$ cat src/rtl/stk_pkg.sv
package stk_pkg;
   typedef enum logic [2:0] {
      OP_PUSH = 3'd0,
      OP_POP  = 3'd1,
      OP_CALL = 3'd2,
      OP_RST  = 3'd3,
      OP_RET  = 3'd4
   } stk_op_e;

   typedef enum logic [2:0] {
      ST_IDLE,
      ST_WR_HI,
      ST_WR_LO,
      ST_RD_LO,
      ST_RD_HI,
      ST_SKIP
   } stk_state_e;

   function automatic logic op_legal(input logic [2:0] op);
      return op <= 3'd4;
   endfunction

   function automatic int max_of8(input int a, input int b, input int c, input int d,
                                  input int e, input int f, input int g, input int h);
      int m;
      m = a;
      if (b > m) m = b;
      if (c > m) m = c;
      if (d > m) m = d;
      if (e > m) m = e;
      if (f > m) m = f;
      if (g > m) m = g;
      if (h > m) m = h;
      return m;
   endfunction
endpackage

$ cat src/rtl/stk_cond_eval.sv
module stk_cond_eval #(
   parameter int FW     = 8,
   parameter int ZF_BIT = 6,
   parameter int CF_BIT = 0,
   parameter int PF_BIT = 2,
   parameter int SF_BIT = 7
) (
   input  logic [FW-1:0] flags,
   input  logic [2:0]    cond,
   output logic          cond_true
);
   localparam int NGRP = 4;
   localparam int POS [NGRP] = '{ZF_BIT, CF_BIT, PF_BIT, SF_BIT};

   logic [NGRP-1:0] sel;

   for (genvar g = 0; g < NGRP; g++) begin : g_pick
      if (POS[g] >= FW || POS[g] < 0) begin : g_bad
         $error("flag position out of range");
      end
      assign sel[g] = flags[POS[g]];
   end

   assign cond_true = (sel[cond[2:1]] == cond[0]);
endmodule

$ cat src/rtl/stk_cost.sv
module stk_cost #(
   parameter int CW            = 5,
   parameter int C_PUSH        = 11,
   parameter int C_POP         = 10,
   parameter int C_CALL        = 17,
   parameter int C_CALL_SKIP   = 10,
   parameter int C_RST         = 11,
   parameter int C_RET         = 10,
   parameter int C_RETC        = 11,
   parameter int C_RETC_SKIP   = 5
) (
   input  logic [2:0]    op,
   input  logic          cond_en,
   input  logic          take,
   output logic [CW-1:0] cost
);
   import stk_pkg::*;

   always_comb begin
      case (op)
         OP_PUSH: cost = CW'(C_PUSH);
         OP_POP:  cost = CW'(C_POP);
         OP_CALL: cost = take ? CW'(C_CALL) : CW'(C_CALL_SKIP);
         OP_RST:  cost = CW'(C_RST);
         OP_RET:  cost = !cond_en ? CW'(C_RET) : (take ? CW'(C_RETC) : CW'(C_RETC_SKIP));
         default: cost = '0;
      endcase
   end
endmodule

$ cat src/rtl/stk_seq_fsm.sv
module stk_seq_fsm #(
   parameter int          AW       = 16,
   parameter int          DW       = 8,
   parameter int          VW       = 3,
   parameter int          CW       = 5,
   parameter int          VEC_STEP = 8,
   parameter logic [AW-1:0] SP_INIT = '1,
   parameter logic [AW-1:0] PC_INIT = '0
) (
   input  logic          clk,
   input  logic          rst_n,
   input  logic          cmd_valid,
   input  logic [2:0]    cmd_op,
   input  logic          take,
   input  logic [AW-1:0] cmd_word,
   input  logic [VW-1:0] cmd_vec,
   input  logic [CW-1:0] cost_in,
   output logic [AW-1:0] mem_addr,
   output logic [DW-1:0] mem_wdata,
   output logic          mem_we,
   output logic          mem_re,
   input  logic [DW-1:0] mem_rdata,
   output logic          busy,
   output logic          done,
   output logic [CW-1:0] cycles,
   output logic [AW-1:0] pop_word,
   output logic [AW-1:0] sp,
   output logic [AW-1:0] pc
);
   import stk_pkg::*;

   stk_state_e    state;
   logic [AW-1:0] word_q;
   logic [AW-1:0] tgt_q;
   logic          jump_q;
   logic          ret_q;
   logic [DW-1:0] lo_q;
   logic [CW-1:0] cost_q;
   logic [AW-1:0] sp_dn;
   logic [AW-1:0] sp_up;
   logic          accept;
   logic [AW-1:0] vec_addr;

   assign sp_dn    = sp - 1'b1;
   assign sp_up    = sp + 1'b1;
   assign accept   = (state == ST_IDLE) && cmd_valid && op_legal(cmd_op);
   assign vec_addr = AW'(int'(cmd_vec) * VEC_STEP);
   assign busy     = (state != ST_IDLE);

   always_comb begin
      mem_addr  = sp;
      mem_wdata = '0;
      mem_we    = 1'b0;
      mem_re    = 1'b0;
      case (state)
         ST_WR_HI: begin
            mem_addr  = sp_dn;
            mem_wdata = word_q[AW-1:DW];
            mem_we    = 1'b1;
         end
         ST_WR_LO: begin
            mem_addr  = sp_dn;
            mem_wdata = word_q[DW-1:0];
            mem_we    = 1'b1;
         end
         ST_RD_LO, ST_RD_HI: begin
            mem_addr = sp;
            mem_re   = 1'b1;
         end
         default: ;
      endcase
   end

   always_ff @(posedge clk) begin
      if (!rst_n) begin
         state    <= ST_IDLE;
         sp       <= SP_INIT;
         pc       <= PC_INIT;
         word_q   <= '0;
         tgt_q    <= '0;
         jump_q   <= 1'b0;
         ret_q    <= 1'b0;
         lo_q     <= '0;
         cost_q   <= '0;
         cycles   <= '0;
         pop_word <= '0;
         done     <= 1'b0;
      end else begin
         done <= 1'b0;
         case (state)
            ST_IDLE: begin
               if (accept) begin
                  cost_q <= cost_in;
                  jump_q <= 1'b0;
                  ret_q  <= 1'b0;
                  case (cmd_op)
                     OP_PUSH: begin
                        word_q <= cmd_word;
                        state  <= ST_WR_HI;
                     end
                     OP_POP: state <= ST_RD_LO;
                     OP_CALL: begin
                        if (take) begin
                           word_q <= pc;
                           tgt_q  <= cmd_word;
                           jump_q <= 1'b1;
                           state  <= ST_WR_HI;
                        end else begin
                           state <= ST_SKIP;
                        end
                     end
                     OP_RST: begin
                        word_q <= pc;
                        tgt_q  <= vec_addr;
                        jump_q <= 1'b1;
                        state  <= ST_WR_HI;
                     end
                     default: begin
                        if (take) begin
                           ret_q <= 1'b1;
                           state <= ST_RD_LO;
                        end else begin
                           state <= ST_SKIP;
                        end
                     end
                  endcase
               end
            end
            ST_WR_HI: begin
               sp    <= sp_dn;
               state <= ST_WR_LO;
            end
            ST_WR_LO: begin
               sp <= sp_dn;
               if (jump_q) pc <= tgt_q;
               state  <= ST_IDLE;
               done   <= 1'b1;
               cycles <= cost_q;
            end
            ST_RD_LO: begin
               lo_q  <= mem_rdata;
               sp    <= sp_up;
               state <= ST_RD_HI;
            end
            ST_RD_HI: begin
               sp <= sp_up;
               if (ret_q) pc <= {mem_rdata, lo_q};
               else       pop_word <= {mem_rdata, lo_q};
               state  <= ST_IDLE;
               done   <= 1'b1;
               cycles <= cost_q;
            end
            default: begin
               state  <= ST_IDLE;
               done   <= 1'b1;
               cycles <= cost_q;
            end
         endcase
      end
   end
endmodule

$ cat src/rtl/stack_call_seq.sv
module stack_call_seq #(
   parameter int AW          = 16,
   parameter int DW          = 8,
   parameter int FW          = 8,
   parameter int VEC_COUNT   = 8,
   parameter int VEC_STEP    = 8,
   parameter logic [AW-1:0] SP_INIT = '1,
   parameter logic [AW-1:0] PC_INIT = '0,
   parameter int ZF_BIT      = 6,
   parameter int CF_BIT      = 0,
   parameter int PF_BIT      = 2,
   parameter int SF_BIT      = 7,
   parameter int C_PUSH      = 11,
   parameter int C_POP       = 10,
   parameter int C_CALL      = 17,
   parameter int C_CALL_SKIP = 10,
   parameter int C_RST       = 11,
   parameter int C_RET       = 10,
   parameter int C_RETC      = 11,
   parameter int C_RETC_SKIP = 5,
   localparam int VW   = (VEC_COUNT > 1) ? $clog2(VEC_COUNT) : 1,
   localparam int CMAX = stk_pkg::max_of8(C_PUSH, C_POP, C_CALL, C_CALL_SKIP,
                                          C_RST, C_RET, C_RETC, C_RETC_SKIP),
   localparam int CW   = $clog2(CMAX + 1)
) (
   input  logic          clk,
   input  logic          rst_n,
   input  logic          cmd_valid,
   input  logic [2:0]    cmd_op,
   input  logic          cmd_cond_en,
   input  logic [2:0]    cmd_cond,
   input  logic [AW-1:0] cmd_word,
   input  logic [VW-1:0] cmd_vec,
   input  logic [FW-1:0] flags,
   output logic [AW-1:0] mem_addr,
   output logic [DW-1:0] mem_wdata,
   output logic          mem_we,
   output logic          mem_re,
   input  logic [DW-1:0] mem_rdata,
   output logic          busy,
   output logic          done,
   output logic [CW-1:0] cycles,
   output logic [AW-1:0] pop_word,
   output logic [AW-1:0] sp,
   output logic [AW-1:0] pc
);
   if (AW != 2 * DW) begin : g_chk_width
      $error("a stacked word must be exactly two data bytes");
   end
   if ((VEC_COUNT - 1) * VEC_STEP >= (1 << AW)) begin : g_chk_vec
      $error("restart vectors exceed the address space");
   end

   logic          cond_true;
   logic          take;
   logic [CW-1:0] cost;

   stk_cond_eval #(
      .FW(FW), .ZF_BIT(ZF_BIT), .CF_BIT(CF_BIT), .PF_BIT(PF_BIT), .SF_BIT(SF_BIT)
   ) i_cond (
      .flags    (flags),
      .cond     (cmd_cond),
      .cond_true(cond_true)
   );

   assign take = !cmd_cond_en || cond_true;

   stk_cost #(
      .CW(CW), .C_PUSH(C_PUSH), .C_POP(C_POP), .C_CALL(C_CALL),
      .C_CALL_SKIP(C_CALL_SKIP), .C_RST(C_RST), .C_RET(C_RET),
      .C_RETC(C_RETC), .C_RETC_SKIP(C_RETC_SKIP)
   ) i_cost (
      .op     (cmd_op),
      .cond_en(cmd_cond_en),
      .take   (take),
      .cost   (cost)
   );

   stk_seq_fsm #(
      .AW(AW), .DW(DW), .VW(VW), .CW(CW), .VEC_STEP(VEC_STEP),
      .SP_INIT(SP_INIT), .PC_INIT(PC_INIT)
   ) i_fsm (
      .clk      (clk),
      .rst_n    (rst_n),
      .cmd_valid(cmd_valid),
      .cmd_op   (cmd_op),
      .take     (take),
      .cmd_word (cmd_word),
      .cmd_vec  (cmd_vec),
      .cost_in  (cost),
      .mem_addr (mem_addr),
      .mem_wdata(mem_wdata),
      .mem_we   (mem_we),
      .mem_re   (mem_re),
      .mem_rdata(mem_rdata),
      .busy     (busy),
      .done     (done),
      .cycles   (cycles),
      .pop_word (pop_word),
      .sp       (sp),
      .pc       (pc)
   );
endmodule

$ cat config.mk
export PLATFORM = sky130hd
export DESIGN_NAME = stack_call_seq
export DESIGN_NICKNAME = d
export VERILOG_FILES = /design/src/rtl/stk_pkg.sv /design/src/rtl/stk_cond_eval.sv /design/src/rtl/stk_cost.sv /design/src/rtl/stk_seq_fsm.sv /design/src/rtl/stack_call_seq.sv
export SDC_FILE = /design/constraint.sdc
export NUM_CORES = 1
export LEC_CHECK = 0
export ABC_CLOCK_PERIOD_IN_PS = 2550
export BUFFER_PORTS_ARGS = -buffer_cell sky130_fd_sc_hd__buf_2
export CORE_AREA = 2 2 141 143
export DETAILED_ROUTE_END_ITERATION = 16
export DIE_AREA = 0 0 143 145
export PLACE_DENSITY = 0.57
export SYNTH_ARGS = -nofsm -noshare
export SYNTH_HDL_FRONTEND = slang
export SYNTH_SLANG_ARGS = --single-unit
export TNS_END_PERCENT = 100
$ cat constraint.sdc
create_clock -name clk -period 2.55 [get_ports clk]
set_clock_uncertainty 0.15 [all_clocks]
set_input_delay 0.51 -clock clk [delete_from_list [all_inputs] [get_ports clk]]
set_output_delay 0.51 -clock clk [all_outputs]
set_load 0.05 [all_outputs]
# After elaboration in Yosys (flattened, before gate mapping)
# Index checks and enable logic that the tools add are counted.
[op_classes]
eq_ne = 13
n_bitwise = 1
add_sub_neg = 2
magnitude_cmp = 2
reduce_logical = 21
mux = 27
[op_table]
columns = ["op", "count"]
rows = [
  ["$pmux W16 S2", 3],
  ["$mux W16", 5],
  ["$pmux W16 S3", 1],
  ["$pmux W5 S4", 1],
  ["$pmux W3 S3", 2],
  ["$add A16 B1 Y16 const B", 1],
  ["$pmux W8 S2", 1],
  ["$sub A16 B1 Y16 const B", 1],
  ["$eq A3 B2 Y1 const B", 4],
  ["$mux W5", 2],
  ["$mux W3", 3],
  ["$ne A2 B1 Y1 const B", 4],
  ["$reduce_and A4 Y1", 2],
  ["$eq A3 B1 Y1 const B", 2],
  ["$eq A3 B3 Y1 const B", 2],
  ["$logic_not A3 Y1", 2],
  ["$mux W1", 6],
  ["$reduce_bool A2 Y1", 3],
  ["$reduce_bool A3 Y1", 2],
  ["$reduce_or A2 Y1", 3],
  ["$mux W4", 1],
  ["$reduce_and A2 Y1", 2],
  ["$reduce_or A4 Y1", 1],
  ["$le A3 B3 Y1 const B", 1],
  ["other kinds (10)", 11],
]
[totals]
out_inout_bits = 81
reg_bits = 104

# Logic depth before layout (Yosys ltp)
[logic_depth]
word_depth = 8
depth_mapped = 8
mapped_depth_nobuf = 6

# By module
# From an unflattened synthesis, not the netlist that was laid out.
[unflattened]
cells_unflattened = 615
hier_area_um2 = 5141.2
[by_module_without_submodules]
columns = ["module", "area_each_um2", "n_inst", "cells_each", "seq_area_each_um2"]
rows = [
  ["stk_seq_fsm", 5028.6, 1, 601, 2082.0],
  ["stk_cost", 75.1, 1, 11, 0.0],
  ["stk_cond_eval", 31.3, 1, 2, 0.0],
  ["stack_call_seq", 6.3, 1, 1, 0.0],
]

# Worst setup path before layout
# OpenSTA, ideal clock, no wires.
[synth_timing]
path_type = "register to output"
from = "register i_fsm.sp[0]"
to = "output mem_addr[6]"
t_arrival_ns = 2.628
t_required_ns = 1.890
path_stages_with_launch = 7
setup_slack_ns = -0.738
n_path_buf = 0
path_cell_list = "dfxtp_1 inv_1 ha_1 or4b_4 or3_1 nor2_1 xor2_1"
[synth_between]
elab_chain_len = 2
[synth_rtl]
columns = ["element", "line_no", "text"]
rows = [
  ["start, declared", "stk_seq_fsm.sv:27", "output logic [AW-1:0] sp,"],
  ["start signal, assigned", "stk_seq_fsm.sv:130", "sp <= sp_dn;"],
  ["start signal, assigned", "stk_seq_fsm.sv:134", "sp <= sp_dn;"],
  ["start signal, assigned", "stk_seq_fsm.sv:142", "sp <= sp_up;"],
  ["$sub A16 B1 Y16", "stk_seq_fsm.sv:44", "assign sp_dn = sp - 1'b1;"],
  ["$mux W16", "stk_seq_fsm.sv:55", "case (state)"],
  ["end, declared", "stack_call_seq.sv:35", "output logic [AW-1:0] mem_addr,"],
]
# No other way between the ends.

# Worst setup path in the final report
[layout_timing]
from = "register i_fsm.sp[1]"
to = "output mem_addr[6]"
# Same word-level chain as after synthesis.

==> results.sh <==
export IMPL_status="finished with violations"
export IMPL_violations="negative setup slack"
export IMPL_crit_end="mem_addr[6]"
export IMPL_die_w_um=143
export IMPL_critPathLaunchType="flop"
export IMPL_hold_viol=0
export IMPL_drt_first_pass_iters=4
export IMPL_reg2reg_depth=8
export IMPL_worst_pin_slew_ps=614.7
export IMPL_cts_made_buffers=9
export IMPL_yosysUniqueCellTypes=64
export IMPL_overflow=0
export IMPL_swShare_pct=33.03
export IMPL_path_buf_inv=2
export IMPL_reg2reg_slack_ps=140
export IMPL_most_common_layout_cells="nand2_1 (148), buf_2 (100), dfxtp_1 (92)"
export IMPL_setup_violations=12
export IMPL_hold_class="in2reg"
export IMPL_critPathMaxFanout=3
export IMPL_crit_slowest_cell="or4b_4"
export IMPL_crit_path_cell_trace="inv_4 -> ha_4 -> or4b_4 -> or3_4 -> nor2_4 -> xor2_4 -> buf_6"
export IMPL_drt_iter0_markers=420
export IMPL_final_area_um2=7750
export IMPL_grt_pass1_vias=5279
export IMPL_period_needed_ps=2880
export IMPL_coreArea_um2=19210
export IMPL_grt_max_degree=45
export IMPL_wl_per_cell_um=16.58
export IMPL_syn_area_um2=5700
export IMPL_layout_commonest_cell="nand2_1"
export IMPL_synth_edf_count=0
export IMPL_port_buffers=121
export IMPL_avgViaCountPerCell=5.127
export IMPL_die_y_um=145
export IMPL_drv_slew=0
export IMPL_ys_seq_area_share_pct=35.82
export IMPL_synthCells=707
export IMPL_p_comb_share_pct=23.3
export IMPL_end_kind="output port"
export IMPL_syn_area_per_cell_um2=8.063
export IMPL_nets=886
export IMPL_ant_nets=0
export IMPL_setup_ws_ps=-330.3
export IMPL_placed_area_um2=7171
export IMPL_ir_worst_vdd_v=0.0003541
export IMPL_max_freq_mhz=347.2
export IMPL_num_rows=51
export IMPL_timing_rr_end="i_fsm.sp[6]$_SDFFE_PN1P_"
export IMPL_initial_utilization_pct=29.68
export IMPL_ioPinCount=126
export IMPL_vias=5686
export IMPL_min_from="cmd_word[10]"
export IMPL_clk_pin_slew_ps=70
export IMPL_crit_type="reg2out"
export IMPL_async_flop_share_pct=0
export IMPL_dp_hpwl_um=12900
export IMPL_yosys_warnings=0
export IMPL_grt_pass1_wl_um=29280
export IMPL_p_int_mw=2.683
export IMPL_cts_root_buf="clkbuf_16"
export IMPL_post_place_ws_ps=-92.67
export IMPL_grt_use_total_pct=17.77
export IMPL_period_share_pct=113.0
export IMPL_num_antenna_cells=0
export IMPL_synth_seq_cells=102
export IMPL_max_stage_delay_ps=500
export IMPL_p_switching_mw=1.323
export IMPL_relSlewSlack_pct=59.02
export IMPL_synth_main_ff_cell="dfxtp_1"
export IMPL_antenna_found_initial=0
export IMPL_crit_arrival_ps=2220
export IMPL_hold_ws_ps=254.5
export IMPL_layout_drive_gt1_share_pct=34.24
export IMPL_final_setup_tns_ps=-2098
export IMPL_crit_required_ps=1890
export IMPL_crit_start="i_fsm.sp[1]$_SDFFE_PN1P_"
export IMPL_gp_congestion=0.7909
export IMPL_seq_power_share_pct=42.2
export IMPL_worstReg2RegStart="i_fsm.sp[1]$_SDFFE_PN1P_"
export IMPL_area_growth_pct=35.95
export IMPL_worst_skew_pair_late_latency_ps=350
export IMPL_die_area_um2=20740
export IMPL_clock_path_buffers=2
export IMPL_cts_sinks=102
export IMPL_whs_path_depth=3
export IMPL_cts_tree="done"
export IMPL_drc=0
export IMPL_cpLargestDelayFamily="simple AND/OR/NAND/NOR gates"
export IMPL_power_leakage_nw=3.326
export IMPL_drv_cap=0
export IMPL_syn_nets=754
export IMPL_cts_max_level=3
export IMPL_power_density_nw_per_um2=516.8
export IMPL_wl_um=18390
export IMPL_cp_depth=7
export IMPL_pwr_share_clk_pct=34.6
export IMPL_rsz0062_at_grt="true"
metal layers:
| metal | share of wire [%] | wire (um) | global-route usage, % | up-vias |
|---|---|---|---|---|
| met3 | 4.9 | 906 | 2.277 | 15 |
| li1 | - | - | - | 2818 |
| met1 | 47 | 8727 | 25.65 | 2681 |
| met2 | 47 | 8554 | 27.85 | 172 |
| met4 | 1.1 | 200 | 4.604 | 0 |
| met5 | 0 | 0 | 0 | - |
registers in the layout, indices dropped and copies added, names as in the netlist:
signal          count
i_fsm.lo_q          8
i_fsm.cycles        4
i_fsm.sp           16
i_fsm.jump_q        1
i_fsm.cost_q        4
i_fsm.word_q       16
i_fsm.ret_q         1
i_fsm.tgt_q        16
i_fsm.done          1
i_fsm.state         3
i_fsm.pc           16
i_fsm.pop_word     16
tightest hold or removal path, stage by stage:
cell and delay [ps]:
buf_2 100, nand2_1 50, mux2i_1 50
synth_stat cells, types with 4 or more instances:
library cell  count  share of area [%]
nand2b_1         17                1.9
and4_1            4               0.61
and2_1            4               0.44
nand3b_1          4               0.53
or4_1            20                2.6
xnor2_1          12                1.8
nand3_1          38                3.3
a21oi_1          17                1.5
xor2_1            5               0.77
and3_1           10                1.1
buf_2             9               0.79
inv_1            11               0.72
mux2_2           22                4.3
o211a_1          15                2.6
o211ai_1          9                1.2
a21boi_0         22                2.9
o2111ai_1        16                2.5
nor2_1           20                1.3
a22oi_1          10                1.3
mux2i_1          16                2.8
a211oi_1          5               0.66
dfxtp_1         102                 36
nand2_1         154                 10
nand4_1           4               0.44
a31oi_1          36                4.0
clkbuf_1         55                3.6
o21ai_0           9               0.79
nor3_1            6               0.53
power groups by stage:
stage	Clock, mW	Sequential (mW)	Combinational, mW
5_1_grt	1.48	1.70	1.00
3_3_place_gp	0	1.72	0.884
3_5_place_dp	0	1.72	0.888
2_1_floorplan	0	1.81	0.516
4_1_cts	1.42	1.69	0.910
6_report	1.39	1.69	0.932
cell families (layout without fill, tap and decap cells):
group / count (synthesis) / in the layout / share of synthesized area (%)
mux: 41 / 41 / 7.945
flops: 102 / 102 / 35.82
compound gates: 160 / 160 / 20.72
fa+ha+maj: 2 / 2 / 0.4389
simple gates: 302 / 302 / 25.88
buf+inv: 81 / 218 / 6.014
xor+xnor: 19 / 19 / 3.183
metrics by stage:
| step | power, mW | util, % | std cells |
|---|---|---|---|
| 5_1_grt | 4.175 | 40.35 | 1109 |
| 2_1_floorplan | 2.321 | - | 707 |
| 3_5_place_dp | 2.611 | 37.33 | 1081 |
| 6_report | 4.005 | 40.35 | 1109 |
| 3_3_place_gp | 2.608 | 37.33 | 1081 |
| 4_1_cts | 4.014 | 39.76 | 1103 |
worst min path at each step:
| stage | endpoint | slack, ps |
|---|---|---|
| after floorplan | i_fsm.cost_q[2]$_SDFFE_PN0P_ | 280 |
| after global placement | i_fsm.cost_q[2]$_SDFFE_PN0P_ | 290 |
| after detailed placement | i_fsm.cost_q[2]$_SDFFE_PN0P_ | 290 |
| after CTS | i_fsm.tgt_q[10]$_SDFFE_PN0P_ | 240 |
| after global routing | i_fsm.tgt_q[10]$_SDFFE_PN0P_ | 250 |
| final | i_fsm.tgt_q[10]$_SDFFE_PN0P_ | 250 |
final cells by class:
cell class	instances	area, um2
fillers	1956	11460
multi-input cells	524	3702
flip-flops and latches	102	2069
repair buffers	191	1310
well taps	265	331.6
clock buffers	10	239.0
clock inverters	6	51.30
inverters	11	46.29
timing repair:
item,in CTS,in global routing
gates resized for setup,40,23
endpoints found under the setup margin,17,18
hold buffers,0,0
setup buffers,6,7
hold endpoints to repair,0,0
pin swaps,18,11
cloned,0,0
Power figures use the tool's default switching activity.
